[config.mk]
export PLATFORM = sky130hd
export DESIGN_NAME = strap_latch_seq
export DESIGN_NICKNAME = d
export VERILOG_FILES = /design/src/rtl/strap_pkg.sv /design/src/rtl/strap_sync.sv /design/src/rtl/strap_window_timer.sv /design/src/rtl/strap_capture.sv /design/src/rtl/strap_latch_seq.sv
export SDC_FILE = /design/constraint.sdc
export NUM_CORES = 1
export LEC_CHECK = 0
export CAP_MARGIN = 5
export CELL_PAD_IN_SITES_DETAIL_PLACEMENT = 0
export CELL_PAD_IN_SITES_GLOBAL_PLACEMENT = 1
export CORE_UTILIZATION = 43
export CTS_CLUSTER_SIZE = 20
export DETAILED_ROUTE_END_ITERATION = 12
export PLACE_DENSITY = 0.79
export SYNTH_ARGS = -nofsm -noshare
export SYNTH_HDL_FRONTEND = slang
export SYNTH_HIERARCHICAL = 1
export SYNTH_SLANG_ARGS = --single-unit
[constraint.sdc]
create_clock -name clk_ref -period 2.1 [get_ports clk_ref]
set_input_delay 0.525 -clock clk_ref [delete_from_list [all_inputs] [get_ports clk_ref]]
set_output_delay 0.525 -clock clk_ref [all_outputs]
set_load 0.005 [all_outputs]
[src/rtl/strap_pkg.sv]
package strap_pkg;
   localparam int unsigned STRAP_W = 2;

   typedef enum logic [1:0] {
      CPU_66  = 2'd0,
      CPU_100 = 2'd1,
      CPU_133 = 2'd2
   } cpu_rate_e;

   typedef enum logic {
      MEM_100 = 1'b0,
      MEM_133 = 1'b1
   } mem_rate_e;

   typedef struct packed {
      cpu_rate_e cpu;
      mem_rate_e mem;
   } rate_pair_t;

   function automatic rate_pair_t decode_fs(input logic [STRAP_W-1:0] fs);
      rate_pair_t r;
      unique case (fs)
         2'b00:   r = '{cpu: CPU_66,  mem: MEM_100};
         2'b01:   r = '{cpu: CPU_100, mem: MEM_100};
         2'b10:   r = '{cpu: CPU_133, mem: MEM_133};
         default: r = '{cpu: CPU_133, mem: MEM_100};
      endcase
      return r;
   endfunction
endpackage

[src/rtl/strap_sync.sv]
module strap_sync #(
   parameter int unsigned STAGES = 2
) (
   input  logic clk,
   input  logic rst_n,
   output logic run
);
   generate
      if (STAGES == 0) begin : g_bypass
         assign run = rst_n;
      end else begin : g_chain
         logic [STAGES-1:0] chain_q;
         always_ff @(posedge clk or negedge rst_n) begin
            if (!rst_n) chain_q <= '0;
            else        chain_q <= {chain_q[STAGES-2 >= 0 ? STAGES-2 : 0 : 0], 1'b1} & {STAGES{1'b1}};
         end
         assign run = chain_q[STAGES-1];
      end
   endgenerate
endmodule

[src/rtl/strap_window_timer.sv]
module strap_window_timer #(
   parameter int unsigned WINDOW_CYCLES = 28636
) (
   input  logic clk,
   input  logic rst_n,
   input  logic run,
   input  logic stop,
   output logic done
);
   localparam int unsigned CW   = $clog2(WINDOW_CYCLES + 1);
   localparam logic [CW-1:0] LAST = CW'(WINDOW_CYCLES - 1);

   generate
      if (WINDOW_CYCLES < 1) begin : g_bad_window
         $error("strap_window_timer: WINDOW_CYCLES must be at least 1");
      end
   endgenerate

   logic [CW-1:0] cnt_q;
   logic          active;

   assign active = run && !stop;
   assign done   = active && (cnt_q == LAST);

   always_ff @(posedge clk or negedge rst_n) begin
      if (!rst_n)                cnt_q <= '0;
      else if (active && !done)  cnt_q <= cnt_q + 1'b1;
   end

   // the counter never passes the end of the window
   a_r2_count_bound: assert property (@(posedge clk) disable iff (!rst_n)
      cnt_q <= LAST);
   // every active cycle short of the end advances the count by one
   a_r2_count_step: assert property (@(posedge clk) disable iff (!rst_n)
      (active && !done) |=> (cnt_q == CW'($past(cnt_q) + 1'b1)));
endmodule

[src/rtl/strap_capture.sv]
module strap_capture
   import strap_pkg::*;
(
   input  logic               clk,
   input  logic               rst_n,
   input  logic               win_done,
   input  logic [STRAP_W-1:0] pad_in,
   output logic [STRAP_W-1:0] fs,
   output logic               latched,
   output logic               ready
);
   always_ff @(posedge clk or negedge rst_n) begin
      if (!rst_n) begin
         fs      <= '0;
         latched <= 1'b0;
         ready   <= 1'b0;
      end else begin
         if (win_done && !latched) begin
            fs      <= pad_in;
            latched <= 1'b1;
         end
         ready <= latched;
      end
   end

   // the captured pair never moves once taken
   a_r4_fs_frozen: assert property (@(posedge clk) disable iff (!rst_n)
      latched |=> $stable(fs));
   // ready follows the capture by one cycle
   a_r5_ready_after_latch: assert property (@(posedge clk) disable iff (!rst_n)
      $rose(latched) |=> ready);
   // ready is never ahead of the capture
   a_r5_ready_needs_latch: assert property (@(posedge clk) disable iff (!rst_n)
      ready |-> latched);
endmodule

[src/rtl/strap_latch_seq.sv]
module strap_latch_seq
   import strap_pkg::*;
#(
   parameter int unsigned WINDOW_CYCLES = 28636,
   parameter int unsigned SYNC_STAGES   = 2
) (
   input  logic       clk_ref,
   input  logic       pwr_good,
   input  logic [1:0] pad_in,
   output logic [1:0] pad_oe,
   output logic [1:0] fsel,
   output logic [1:0] cpu_sel,
   output logic       mem_sel,
   output logic       ready
);
   generate
      if (SYNC_STAGES > 4) begin : g_bad_sync
         $error("strap_latch_seq: SYNC_STAGES above 4 is not supported");
      end
   endgenerate

   logic       run;
   logic       win_done;
   logic       latched;
   rate_pair_t rates;

   strap_sync #(.STAGES(SYNC_STAGES)) u_sync (
      .clk   (clk_ref),
      .rst_n (pwr_good),
      .run   (run)
   );

   strap_window_timer #(.WINDOW_CYCLES(WINDOW_CYCLES)) u_timer (
      .clk   (clk_ref),
      .rst_n (pwr_good),
      .run   (run),
      .stop  (latched),
      .done  (win_done)
   );

   strap_capture u_cap (
      .clk      (clk_ref),
      .rst_n    (pwr_good),
      .win_done (win_done),
      .pad_in   (pad_in),
      .fs       (fsel),
      .latched  (latched),
      .ready    (ready)
   );

   assign pad_oe  = {STRAP_W{latched}};
   assign rates   = decode_fs(fsel);
   assign cpu_sel = rates.cpu;
   assign mem_sel = rates.mem;

   // the pad drivers open only right after the window ends
   a_r2_oe_after_window: assert property (@(posedge clk_ref) disable iff (!pwr_good)
      $rose(pad_oe[0]) |-> $past(win_done));
   // ready implies both drivers are on
   a_r5_ready_oe: assert property (@(posedge clk_ref) disable iff (!pwr_good)
      ready |-> (pad_oe == 2'b11));
   // the unused processor code never appears
   a_r6_cpu_code: assert property (@(posedge clk_ref) disable iff (!pwr_good)
      cpu_sel != 2'b11);
   // a 133 MHz memory rate only pairs with a 133 MHz processor rate
   a_r6_mem_pair: assert property (@(posedge clk_ref) disable iff (!pwr_good)
      mem_sel |-> (cpu_sel == 2'b10));
endmodule

* Word level (Yosys, flattened, before mapping)
Index checks and enable logic that the tools add are counted.
** Storage, ports and cells
- Bits in registers :: 21
- Output and inout port bits :: 8
- Word-level logic and storage cells :: 17
- Input bits :: 4
** Operators by class
- Add/subtract/negate cells :: 1
- Mux-type cells :: 1
- Equality and inequality tests :: 3
- Reduce and logical (&&, ||, !) cells :: 7
** Operator list (count)
- adder 15 x 1 -> 15 bit (second input constant) :: 1
- equality test 15 bit (second input constant) :: 1
- one-hot mux 3 bit (3 select lines) :: 1
- logical AND 1 bit :: 4
- equality test 2 x 1 -> 1 bit (second input constant) :: 1
- equality test 2 bit (second input constant) :: 1
- logical NOT 1 bit :: 2
- logical NOT 2 bit :: 1

* Depth between registers and ports, before layout
- Word-level depth :: 5
- Gate-level depth with buffers :: 6
- Gate-level depth less buffers :: 6

* Cells and area by module
Netlist, hierarchy kept.
** By module, submodules not included
- strap_window_timer :: cells an instance 67, instances 1, area each 755.7 µm², sequential area each 375.4 µm²
- strap_capture :: cells an instance 8, instances 1, area each 150.1 µm², sequential area each 100.1 µm²
- strap_sync :: cells an instance 3, instances 1, area each 53.8 µm², sequential area each 50.0 µm²
- strap_latch_seq :: cells an instance 5, instances 1, area each 33.8 µm², sequential area each 0.0 µm²

* Worst setup path after synthesis
Ideal clock, no wire load.
- Path type :: register to register
- Start point :: register u_timer.cnt_q[6]
- End point :: register u_cap.fs[0]
- Path slack :: 0.462 ns
- Cell stages (with the launch flop) :: 7
- Buffers on the path :: 0
- Data arrival time :: 1.513 ns
- Required time :: 1.975 ns
- Clock period less this slack :: 1.638 ns
- Cells stage by stage :: dfrtp_1 -> nand2_1 -> nor2_1 -> nand4b_1 -> nor4_1 -> nor2b_4 -> mux2_4
** On the way
- Cells in the longest elaborated chain, start to end :: 3
** Ends and longest elaborated chain
- start: declaration :: RTL line strap_window_timer.sv:19 : logic [CW-1:0] cnt_q;
- start signal: assignment :: RTL line strap_window_timer.sv:27 : else if (active && !done) cnt_q <= cnt_q + 1'b1;
- equality test 15 bit :: RTL line strap_window_timer.sv:23 : assign done = active && (cnt_q == LAST);
- logical AND 1 bit :: RTL line strap_window_timer.sv:23
- named net win_done :: RTL line strap_latch_seq.sv:23 : logic win_done;
- logical AND 1 bit :: RTL line strap_capture.sv:18 : if (win_done && !latched) begin
- end signal: assignment :: RTL line strap_capture.sv:19 : fs <= pad_in;
- end: declaration :: RTL line strap_capture.sv:8 : output logic [STRAP_W-1:0] fs,
The timed path passes the listed nets, and every way through them passes these cells.
A chain may end at the register's enable or synchronous reset.

* Worst setup path after layout
- Start point :: register u_cap.fs[0]
- End point :: output mem_sel
** On the way
- Cells in the longest elaborated chain, start to end :: 2
- Elaborated cells on any way between the ends :: 4
- Classes of those cells :: eq/ne (2); mux (1); reduce/logical (1)
** Ends and longest elaborated chain
- equality test 2 bit, or another cell as far along :: RTL line strap_pkg.sv:22 : unique case (fs)
- one-hot mux 3 bit (3 select lines) (*) :: RTL line strap_pkg.sv:22
- end: declaration :: RTL line strap_latch_seq.sv:13 : output logic mem_sel,
Every way passes the cells marked *; elsewhere a longest branch is shown, timed or not.

==> results.json <==
{
  "die_h_um": 50.1,
  "drive_gt1_share_pct": 15.8,
  "ctsResizeCount": 0,
  "ioPinCount": 12,
  "netlist_area_um2": 993,
  "synthCells": 83,
  "p_leak_uw": 0.000493,
  "cts_setup_buffers": 0,
  "rsz0062_at_grt": "false",
  "final_cell_mix": "dfrtp_1, clkdlybuf4s50_1, xnor2_1, nand2_1",
  "yosys.cell_types.count": 29,
  "cts-root-buf": "clkbuf_4",
  "multi_input_area_um2": 440,
  "min_path_cells": 0,
  "holdWs_ps": 362,
  "worst_hold_path.endpoint": "u_sync/g_chain.chain_q[1]",
  "r2r-start": "u_timer/cnt_q[6]",
  "hold_buffers": 0,
  "synth_area_leaders": "dfrtp_1, xnor2_1, mux2_4, xor2_1, nand2_1",
  "setup_viol": 0,
  "ys_ff_latch": 21,
  "avgSynthCellArea_um2": 12.0,
  "wire_per_inst_um": 13.0,
  "first_pass_iters": 2,
  "postRouteAntennaNets": 0,
  "grt-ovfl-total": 0,
  "finalMaxSlewViolations": 0,
  "wl_um": 1600,
  "die-area_um2": 2510,
  "vias": 618,
  "cp-end-kind": "output pin",
  "clkLatencyLatePin_ps": 310,
  "area_growth_pct": 15.7,
  "rows": 17,
  "initial_core_util_pct": 45.3,
  "portBuffers": 11,
  "min_period_ps": 1940,
  "antenna_found_initial": 0,
  "nFillCells": 210,
  "path_max_fanout": 4,
  "setup_tns_ps": 0,
  "grt_pass1_wl_um": 2880,
  "grt_pass1_vias": 651,
  "dpl.hpwl_um": 1200,
  "yosys.area.top_type": "dfrtp_1",
  "crit_required_ps": 1570,
  "outcome": "finished clean",
  "clk_pin_slew_ps": 120,
  "cts_tree": "yes",
  "worstPathArrival_ps": 1420,
  "finalCritPeriodShare_pct": 92.5,
  "first_iter_violations": 7,
  "nNetsFinal": 101,
  "antenna_cells": 0,
  "synthesis.nets": 88,
  "r2r_slack_ps": 280,
  "yosysWarningCount": 6,
  "place_congestion": 0.753,
  "path_class": "flop to output pin",
  "seqCellArea_um2": 526,
  "netlist.area_leader.share_pct": 52.9,
  "max_freq_mhz": 515,
  "h-tree-depth": 1,
  "fin_skew_ps": 3.95,
  "maxCapViolCount": 0,
  "mostFrequentLayoutCell": "dfrtp_1",
  "clock_path_buffers": 2,
  "cts_buffers": 3,
  "drc": 0,
  "viasPerCell": 5.02,
  "synth_seq_area_share_pct": 52.9,
  "rr_endpoint": "u_cap/fs[1]",
  "core-area_um2": 2190,
  "worst_hold_startpoint": "u_sync/g_chain.chain_q[0]",
  "reg2regPathDepth": 6,
  "grt.total_usage_pct": 16.0,
  "die_width_um": 50.1,
  "cts.sinks": 21,
  "worst_setup_path_start_kind": "flop",
  "vdd_drop_max_uv": 472,
  "hold_viol": 0,
  "grt_max_degree": 22,
  "pwr_density_cell_nw_per_um2": 815,
  "hold_path_class": "flop to flop"
}
[worst max-delay path, cell delays in order (launching register included)]
cell	delay, ps
dfrtp_1	420
and2b_2	210
clkdlybuf4s50_1	490
[worst max path at each step]
stage,start,end
floorplan,u_timer/cnt_q[6],u_cap/fs[0]
global placement,u_timer/cnt_q[6],u_cap/fs[1]
detailed placement,u_timer/cnt_q[6],u_cap/fs[1]
CTS,u_cap/fs[0],mem_sel
global route,u_cap/fs[0],mem_sel
finish,u_cap/fs[0],mem_sel
[synthesized netlist by cell type, drive strengths merged]
| library cell | n |
|---|---|
| nor3b | 1 |
| nor2b | 2 |
| buf | 3 |
| and2 | 1 |
| nand2b | 1 |
| nor2 | 5 |
| nand4b | 1 |
| nand4 | 4 |
| xor2 | 5 |
| or3 | 2 |
| and2b | 1 |
| ha | 1 |
| xnor2 | 9 |
| or2 | 1 |
| mux2 | 3 |
| nor4 | 4 |
| nand3b | 2 |
| inv | 1 |
| dfrtp | 21 |
| nand3 | 5 |
| conb | 1 |
| clkbuf | 1 |
| nand4bb | 1 |
| nand2 | 7 |
[registers in the layout, summed over array words and instances (netlist names)]
name	cells
u_cap/fs	2
u_cap/ready	1
u_timer/cnt_q	15
u_sync/g_chain.chain_q	2
u_cap/latched	1
[cell type report]
type                       count  area share (%)
clock buffer                   3            1.96
clock inverter                 1           0.435
inverter                       1           0.326
multi-input combinational     57            38.3
sequential                    21            45.7
tap                           28            3.05
timing repair buffer          12            10.2
[where the power goes]
group | switching, uW | internal, uW
combinational | 96.7 | 97.4
clock | 123 | 71.2
sequential | 80.0 | 469
[metrics by stage]
step	area [um^2]	worst slack [ps]	utilization (%)	std cells	power [uW]
floorplan	993	462	-	83	691
global placement	1120	326	51.2	119	742
detailed placement	1120	306	51.2	119	751
CTS	1150	140	52.5	123	949
global route	1150	89.6	52.5	123	996
finish	1150	158	52.5	123	937
[logic make-up (layout without fill, tap and decap cells)]
kind of cell | after synthesis | after routing | synth area share (%)
XOR/XNOR | 14 | 14 | 12.3
adder cells (fa/ha/maj) | 1 | 1 | 1.26
buffers and inverters | 5 | 17 | 2.77
flip-flops | 21 | 21 | 52.9
multiplexers | 3 | 3 | 4.53
other | 1 | 1 | 0.377
AND/OR/NAND/NOR | 38 | 38 | 25.8
[routing by layer]
layer | GRT usage, % | routed length (um) | up-vias
met5 | 0 | 0 | -
met4 | 11.4 | 49 | 0
met3 | 3.70 | 43 | 5
met2 | 24.9 | 741 | 14
met1 | 19.2 | 769 | 298
li1 | - | - | 301
Note: power is estimated with default switching activity, not from simulation.
